$ cat src/rtl/seqcmd_pkg.sv
package seqcmd_pkg;
  localparam int ADDR_W     = 13;
  localparam int PREFIX_LEN = 5;
  localparam int STEP_W     = $clog2(PREFIX_LEN + 1);

  typedef logic [ADDR_W-1:0] addr_t;
  typedef logic [STEP_W-1:0] step_t;
  typedef enum logic [1:0] {CMD_NONE, CMD_STORE, CMD_RECALL} cmd_e;

  // Expected address for a lead-in step (0..PREFIX_LEN-1)
  function automatic addr_t prefix_addr(input step_t idx);
    case (idx)
      step_t'(0): prefix_addr = addr_t'(13'h0000);
      step_t'(1): prefix_addr = addr_t'(13'h1555);
      step_t'(2): prefix_addr = addr_t'(13'h0AAA);
      step_t'(3): prefix_addr = addr_t'(13'h1FFF);
      step_t'(4): prefix_addr = addr_t'(13'h10F0);
      default:    prefix_addr = '0;
    endcase
  endfunction

  // Command selected by the final address
  function automatic cmd_e decode_final(input addr_t a);
    if (a == addr_t'(13'h0F0F))      decode_final = CMD_STORE;
    else if (a == addr_t'(13'h0F0E)) decode_final = CMD_RECALL;
    else                             decode_final = CMD_NONE;
  endfunction
endpackage

$ cat src/rtl/seqcmd_match.sv
module seqcmd_match
  import seqcmd_pkg::*;
(
  input  step_t step,
  input  addr_t addr,
  output logic  step_hit,
  output logic  restart_hit,
  output cmd_e  final_cmd
);
  always_comb begin
    step_hit    = (step < step_t'(PREFIX_LEN)) && (addr == prefix_addr(step));
    restart_hit = (addr == prefix_addr(step_t'(0)));
    final_cmd   = decode_final(addr);
  end
endmodule

$ cat src/rtl/seqcmd_track.sv
module seqcmd_track
  import seqcmd_pkg::*;
(
  input  logic  clk,
  input  logic  rst_n,
  input  logic  rd_evt,
  input  logic  wr_evt,
  input  logic  step_hit,
  input  logic  restart_hit,
  output step_t step_q,
  output logic  at_final
);
  step_t step_d;

  assign at_final = (step_q == step_t'(PREFIX_LEN));

  always_comb begin
    step_d = step_q;
    if (wr_evt)                step_d = '0;
    else if (rd_evt) begin
      if (at_final)            step_d = '0;
      else if (step_hit)       step_d = step_q + step_t'(1);
      else if (restart_hit)    step_d = step_t'(1);
      else                     step_d = '0;
    end
  end

  always_ff @(posedge clk or negedge rst_n) begin
    if (!rst_n) step_q <= '0;
    else        step_q <= step_d;
  end

  AST_WRITE_ABORT:  assert property (@(posedge clk) disable iff (!rst_n) wr_evt |=> step_q == '0);
  AST_IGNORED_HOLD: assert property (@(posedge clk) disable iff (!rst_n) !(rd_evt || wr_evt) |=> $stable(step_q));
  AST_FINAL_IDLE:   assert property (@(posedge clk) disable iff (!rst_n) (rd_evt && at_final) |=> step_q == '0);
  AST_STEP_RANGE:   assert property (@(posedge clk) disable iff (!rst_n) step_q <= step_t'(PREFIX_LEN));
endmodule

$ cat src/rtl/seqcmd_pulse.sv
module seqcmd_pulse
  import seqcmd_pkg::*;
(
  input  logic clk,
  input  logic rst_n,
  input  logic fire,
  input  cmd_e cmd,
  output logic store_req,
  output logic recall_req
);
  always_ff @(posedge clk or negedge rst_n) begin
    if (!rst_n) begin
      store_req  <= 1'b0;
      recall_req <= 1'b0;
    end else begin
      store_req  <= fire && (cmd == CMD_STORE);
      recall_req <= fire && (cmd == CMD_RECALL);
    end
  end

  AST_REQ_EXCL:     assert property (@(posedge clk) disable iff (!rst_n) !(store_req && recall_req));
  AST_STORE_SINGLE: assert property (@(posedge clk) disable iff (!rst_n) store_req |=> !store_req);
  AST_RECALL_SINGLE:assert property (@(posedge clk) disable iff (!rst_n) recall_req |=> !recall_req);
endmodule

$ cat src/rtl/seqcmd_detect.sv
module seqcmd_detect
  import seqcmd_pkg::*;
(
  input  logic              clk,
  input  logic              rst_n,
  input  logic              cyc_valid,
  input  logic              cyc_en,
  input  logic              cyc_wr,
  input  logic [ADDR_W-1:0] cyc_addr,
  output logic              store_req,
  output logic              recall_req,
  output logic              dq_hiz
);
  // Named internal events
  logic  rd_evt, wr_evt;
  logic  step_hit, restart_hit, at_final;
  step_t step;
  cmd_e  final_cmd;

  assign rd_evt = cyc_valid && cyc_en && !cyc_wr;
  assign wr_evt = cyc_valid && cyc_en && cyc_wr;

  seqcmd_match u_match (
    .step        (step),
    .addr        (cyc_addr),
    .step_hit    (step_hit),
    .restart_hit (restart_hit),
    .final_cmd   (final_cmd)
  );

  seqcmd_track u_track (
    .clk         (clk),
    .rst_n       (rst_n),
    .rd_evt      (rd_evt),
    .wr_evt      (wr_evt),
    .step_hit    (step_hit),
    .restart_hit (restart_hit),
    .step_q      (step),
    .at_final    (at_final)
  );

  assign dq_hiz = rd_evt && at_final && (final_cmd != CMD_NONE);

  seqcmd_pulse u_pulse (
    .clk        (clk),
    .rst_n      (rst_n),
    .fire       (dq_hiz),
    .cmd        (final_cmd),
    .store_req  (store_req),
    .recall_req (recall_req)
  );

  AST_STORE_CAUSE:  assert property (@(posedge clk) disable iff (!rst_n)
                      store_req |-> ($past(dq_hiz) && $past(cyc_addr) == 13'h0F0F));
  AST_RECALL_CAUSE: assert property (@(posedge clk) disable iff (!rst_n)
                      recall_req |-> ($past(dq_hiz) && $past(cyc_addr) == 13'h0F0E));
  AST_HIZ_FINAL:    assert property (@(posedge clk) disable iff (!rst_n)
                      dq_hiz |-> (step == step_t'(PREFIX_LEN) && !cyc_wr));
endmodule

$ cat config.mk
export PLATFORM = sky130hd
export DESIGN_NAME = seqcmd_detect
export DESIGN_NICKNAME = d
export VERILOG_FILES = /design/src/rtl/seqcmd_pkg.sv /design/src/rtl/seqcmd_match.sv /design/src/rtl/seqcmd_track.sv /design/src/rtl/seqcmd_pulse.sv /design/src/rtl/seqcmd_detect.sv
export SDC_FILE = /design/constraint.sdc
export NUM_CORES = 1
export LEC_CHECK = 0
export BUFFER_PORTS_ARGS = -buffer_cell sky130_fd_sc_hd__buf_2
export CORE_MARGIN = 2
export CORE_UTILIZATION = 41
export CTS_CLUSTER_SIZE = 16
export DETAILED_ROUTE_END_ITERATION = 8
export HOLD_SLACK_MARGIN = 0.02
export PLACE_DENSITY = 0.77
export SYNTH_ARGS = -nofsm -noshare
export SYNTH_HDL_FRONTEND = slang
export SYNTH_HIERARCHICAL = 1
export SYNTH_SLANG_ARGS = --single-unit
$ cat constraint.sdc
create_clock -name clk -period 1.9 [get_ports clk]
set_input_delay 0.095 -clock clk [delete_from_list [all_inputs] [get_ports clk]]
set_output_delay 0.095 -clock clk [all_outputs]
set_load 0.1 [all_outputs]
# Word-level counts from Yosys, hierarchy flattened
# Cells that the tools add are included.
# W data, S select, Z words.
totals:
  regBits: 5
  output_inout_bits: 3
op_classes:
  n_addsub: 1
  magnitude_cmp: 1
  n_eq_ne: 10
  mux: 8
  n_reduce_logical: 12
ops:
  columns: ["op", "n"]
  rows:
  - ["$pmux W13 S4", 1]
  - ["$eq A13 B12 Y1 const B", 2]
  - ["$eq A13 B13 Y1", 1]
  - ["$logic_not A13 Y1", 1]
  - ["$mux W3", 4]
  - ["$logic_and A1 B1 Y1", 8]
  - ["$eq A3 B2 Y1 const B", 2]
  - ["$eq A3 B3 Y1 const B", 2]
  - ["$mux W2", 2]
  - ["$reduce_bool A2 Y1", 2]
  - ["$add A3 B1 Y3 const B", 1]
  - ["$eq A3 B1 Y1 const B", 1]
  - ["$lt A3 B3 Y1 const B", 1]
  - ["$eq A2 B1 Y1 const B", 1]
  - ["$eq A2 B2 Y1 const B", 1]
  - ["$logic_not A1 Y1", 1]
  - ["$mux W1", 1]

# Depth between registers and ports, before layout
depth:
  word_depth: 8
  ltp_mapped: 7
  ltp_nobuf: 7

# By module
# The synthesis kept the hierarchy.
modules_own_cells:
  columns: ["mod", "instances", "cells_each", "area_each_um2", "seq_area_each_um2"]
  rows:
  - ["seqcmd_match", 1, 38, 240.2, 0.0]
  - ["seqcmd_track", 1, 20, 193.9, 75.1]
  - ["seqcmd_pulse", 1, 4, 67.6, 50.0]
  - ["seqcmd_detect", 1, 5, 30.0, 0.0]

# Least setup slack after synthesis
# OpenSTA, ideal clock, no wires.
synth_path:
  kind: "reg-to-reg"
  start: "reg u_track.step_q[1]"
  end: "reg u_pulse.store_req"
  setup_ns: 0.073
  arrival_time_ns: 2.339
  required_time_ns: 1.827
  slack_ns: -0.512
  path_stages_with_launch: 8
  n_path_buf: 0
  synth_period_minus_slack_ns: 2.412
  path_cell_list: "dfrtp_1 > inv_1 > ha_1 > nand2_1 > inv_1 > o21ai_1 > nor3_2 > and3b_1"
synth_between:
  elab_chain_len: 4
synth_lines:
  columns: ["item", "line", "text"]
  rows:
  - ["start, declared", "seqcmd_track.sv:10", "output step_t step_q,"]
  - ["start signal, assigned", "seqcmd_track.sv:30", "else step_q <= step_d;"]
  - ["$eq A3 B3 Y1", "seqcmd_track.sv:15", "assign at_final = (step_q == step_t'(PREFIX_LEN));"]
  - ["net at_final", "seqcmd_detect.sv:16", "logic step_hit, restart_hit, at_final;"]
  - ["$logic_and A1 B1 Y1 (2 in a row)", "seqcmd_detect.sv:42", "assign dq_hiz = rd_evt && at_final && (final_cmd != CMD_NONE);"]
  - ["net dq_hiz", "seqcmd_detect.sv:12", "output logic dq_hiz"]
  - ["$logic_and A1 B1 Y1", "seqcmd_pulse.sv:16", "store_req <= fire && (cmd == CMD_STORE);"]
  - ["end signal, assigned", "seqcmd_pulse.sv:16", null]
  - ["end, declared", "seqcmd_pulse.sv:8", "output logic store_req,"]
# The timed path passes the listed nets, and every way through them passes these cells.
# A chain may end at the register's enable or synchronous reset.

# Worst setup path in the final report
layout_path:
  start: "reg u_track.step_q[0]"
  end: "reg u_track.step_q[0]"
layout_between:
  elab_chain_len: 8
  elab_cells_between_ends: 14
  classes_between: "add/sub (1); order compare (1); eq/ne (6); mux (5); reduce/logical (1)"
layout_lines:
  columns: ["item", "line", "text"]
  rows:
  - ["$eq A3 B3 Y1 (tied with other cells)", "seqcmd_pkg.sv:12", "case (idx)"]
  - ["$pmux W13 S4", "seqcmd_pkg.sv:12", null]
  - ["$eq A13 B13 Y1", "seqcmd_match.sv:11", "step_hit = (step < step_t'(PREFIX_LEN)) && (addr == prefix_addr(step));"]
  - ["$logic_and A1 B1 Y1 (*)", "seqcmd_match.sv:11", null]
  - ["net step_hit", "seqcmd_detect.sv:16", null]
  - ["$mux W3 (*)", "seqcmd_track.sv:22", "else if (step_hit) step_d = step_q + step_t'(1);"]
  - ["$mux W3 (*)", "seqcmd_track.sv:21", "if (at_final) step_d = '0;"]
  - ["$mux W3 (*)", "seqcmd_track.sv:20", "else if (rd_evt) begin"]
  - ["$mux W3 (*)", "seqcmd_track.sv:19", "if (wr_evt) step_d = '0;"]
# Mark *: on every way through the listed nets, which the timed path passes. The rest lies on a longest branch. The select of a mux whose other input is x is not followed.

==> results.ini <==
[status]
status=finished, final reports clean

[sta]
worst_pin_slew_ps=484
fin_ws_ps=151
slew_violations=0
final.period_utilization_pct=92.1
skew_ps=1.81
relSlewSlack_pct=68.0
hold_violations=0
max_freq_ghz=0.572
rsz0062_at_grt=no
setup_viol=0
period_minus_slack_ps=1750

[pwr]
p_per_area_mw_per_mm2=374
p_leak_nw=0.371
max-vdd-ir-drop_uv=165

[layout]
drive_gt1_share_pct=43.2
syn_to_final_growth_pct=40.7
mostFrequentLayoutCells=buf_2 (19), nand2_1 (6), nor2_1 (4), buf_4 (4), dfrtp_1 (4)
final_cells=109
antenna_cells=0
fin_nets=116
finish.utilization_pct=64.7
layout_commonest_cell=buf_2

[grt]
gr-usage-all-layers_pct=18.8
overflow=0
grt_pass1_wl_mm=2.02
antenna_found_initial=0
grt_pass1_vias=505
grt_max_degree=14

[critical_path]
endpoint_kind=register
required_ps=2050
critPathKind=register to register
worstPathArrival_ps=1900
worstPathMaxFanout=7
critPathLaunchType=register

[clocking]
clk_path_buf_depth=2
clkTransAtPathRegs_ps=50
cts_buffers=3
cts_tree=built
cts.sink_count=5
h-tree-depth=1
cts_root_buffer=clkbuf_4
clk_latency_ps=240

[place]
dp.final_hpwl_mm=1.05
pre_cts_ws_ps=33.3
place_congestion=0.779
place_inst=102
port_buffers=20

[worst_hold_path]
hold_path_class=primary input to async pin

[route]
wire_per_inst_um=12.0
ant_nets=0
drc=0
dr.pass1.iters=4
dr.first_iter.drc_count=10
vias=592
viasPerCell=5.43
drt_wl_total_mm=1.31

[synth]
synth_warnings=6
syn_area_um2=532
syn_inst=67
ys_seq_area_share_pct=23.5
synth.net_count=87
ys_ff_latch=5
avgSynthCellArea_um2=7.94
ys_types=30

[die]
core.rowCount=12
pin_count=21
design.core.area_mm2=0.00116
die_w_um=40.0
initial_utilization_pct=46.0
die_area_mm2=0.00160
fp.dieH_um=40.0

[flow_run]
drv_cap=0

per-layer routing:
layer	routed length, um	global-route usage (%)
met5	0	0
met4	0	5.17
met3	64	1.67
met2	658	35.5
met1	586	21.9
path summary, 6_finish.rpt:
kind	start	to	slack (ps)	cells past startpoint
setup reg to reg	u_track/step_q[0]	u_track/step_q[0]	150	6
setup / recovery	u_track/step_q[0]	u_track/step_q[0]	150	6
hold reg to reg	u_track/step_q[2]	u_track/step_q[2]	620	2
min in group clk	cyc_en	u_track/step_q[2]	210	3
hold / removal	rst_n	u_pulse/recall_req	190	2
max in group asynchronous	rst_n	u_track/step_q[2]	1570	2
sequential cells by signal, indices dropped and copies added, names as in the netlist:
signal              count
u_pulse/recall_req      1
u_pulse/store_req       1
u_track/step_q          3
critical path, cell delays in order (launching register included):
cell and delay, ps:
dfrtp_1 440, and2b_4 200, or3_1 340, a21oi_1 170
and3_1 230, nand4b_1 110, a31oi_1 170
cell type report:
cell class | count | area, um^2
Sequential cell | 5 | 126
Timing Repair Buffer | 25 | 155
Inverter | 2 | 7.51
Tap cell | 14 | 17.5
Fill cell | 107 | 408
Clock buffer | 4 | 26.3
Multi-Input combinational cell | 59 | 415
cell usage after synthesis:
library cell	number	area, um^2
or3_1	3	18.8
nor2b_1	2	12.5
and2b_4	1	10.0
and3_1	3	18.8
a221oi_1	1	8.76
ha_1	2	25.0
nor3_1	3	15.0
and3_2	2	15.0
o21ai_1	2	10.0
nand2_1	7	26.3
a31oi_1	2	12.5
nand3_1	1	5.00
buf_4	1	7.51
nor3b_1	2	15.0
inv_1	2	7.51
nor2_1	4	15.0
mux2_2	1	11.3
o21ai_0	2	10.0
a21o_1	1	7.51
a22oi_1	1	7.51
a2111oi_0	1	8.76
a21oi_1	3	15.0
nor3_2	1	10.0
or2_2	2	12.5
mux2i_1	2	20.0
dfrtp_1	5	125
and3b_1	3	26.3
nand2b_1	3	18.8
nand4b_1	3	26.3
and4b_1	1	10.0
what timing repair did:
| action | CTS | global route |
|---|---|---|
| gates resized for setup | 0 | 3 |
| buffers inserted | 0 | 2 |
| hold buffers | 1 | 0 |
| endpoints found under the hold margin | 5 | 0 |
| endpoints found under the setup margin | 0 | 3 |
where the power goes:
part / switching [W] / internal [W]
Sequential: 0.00000000884 / 0.000107
Combinational: 0.0000240 / 0.0000247
Clock: 0.0000451 / 0.0000795
cell families (layout without fill, tap and decap cells):
family	Yosys count	count (layout)	share of synthesized area, %
compound gates	13	13	15.1
flops	5	5	23.5
mux	3	3	5.88
simple gates	41	41	48.0
fa+ha+maj	2	2	4.71
buf+inv	3	31	2.82
through the flow:
step | TNS (ps) | hold WS [ps] | total power (W) | cell area, um^2
after floorplan | -72.0 | -201 | 0.000127 | 547
after global placement | 0 | -87.9 | 0.000154 | 687
after detailed placement | 0 | -85.7 | 0.000155 | 687
after CTS | 0 | 184 | 0.000286 | 723
after global routing | 0 | 221 | 0.000300 | 748
final | 0 | 192 | 0.000280 | 748
(Power assumes the default switching activity.)
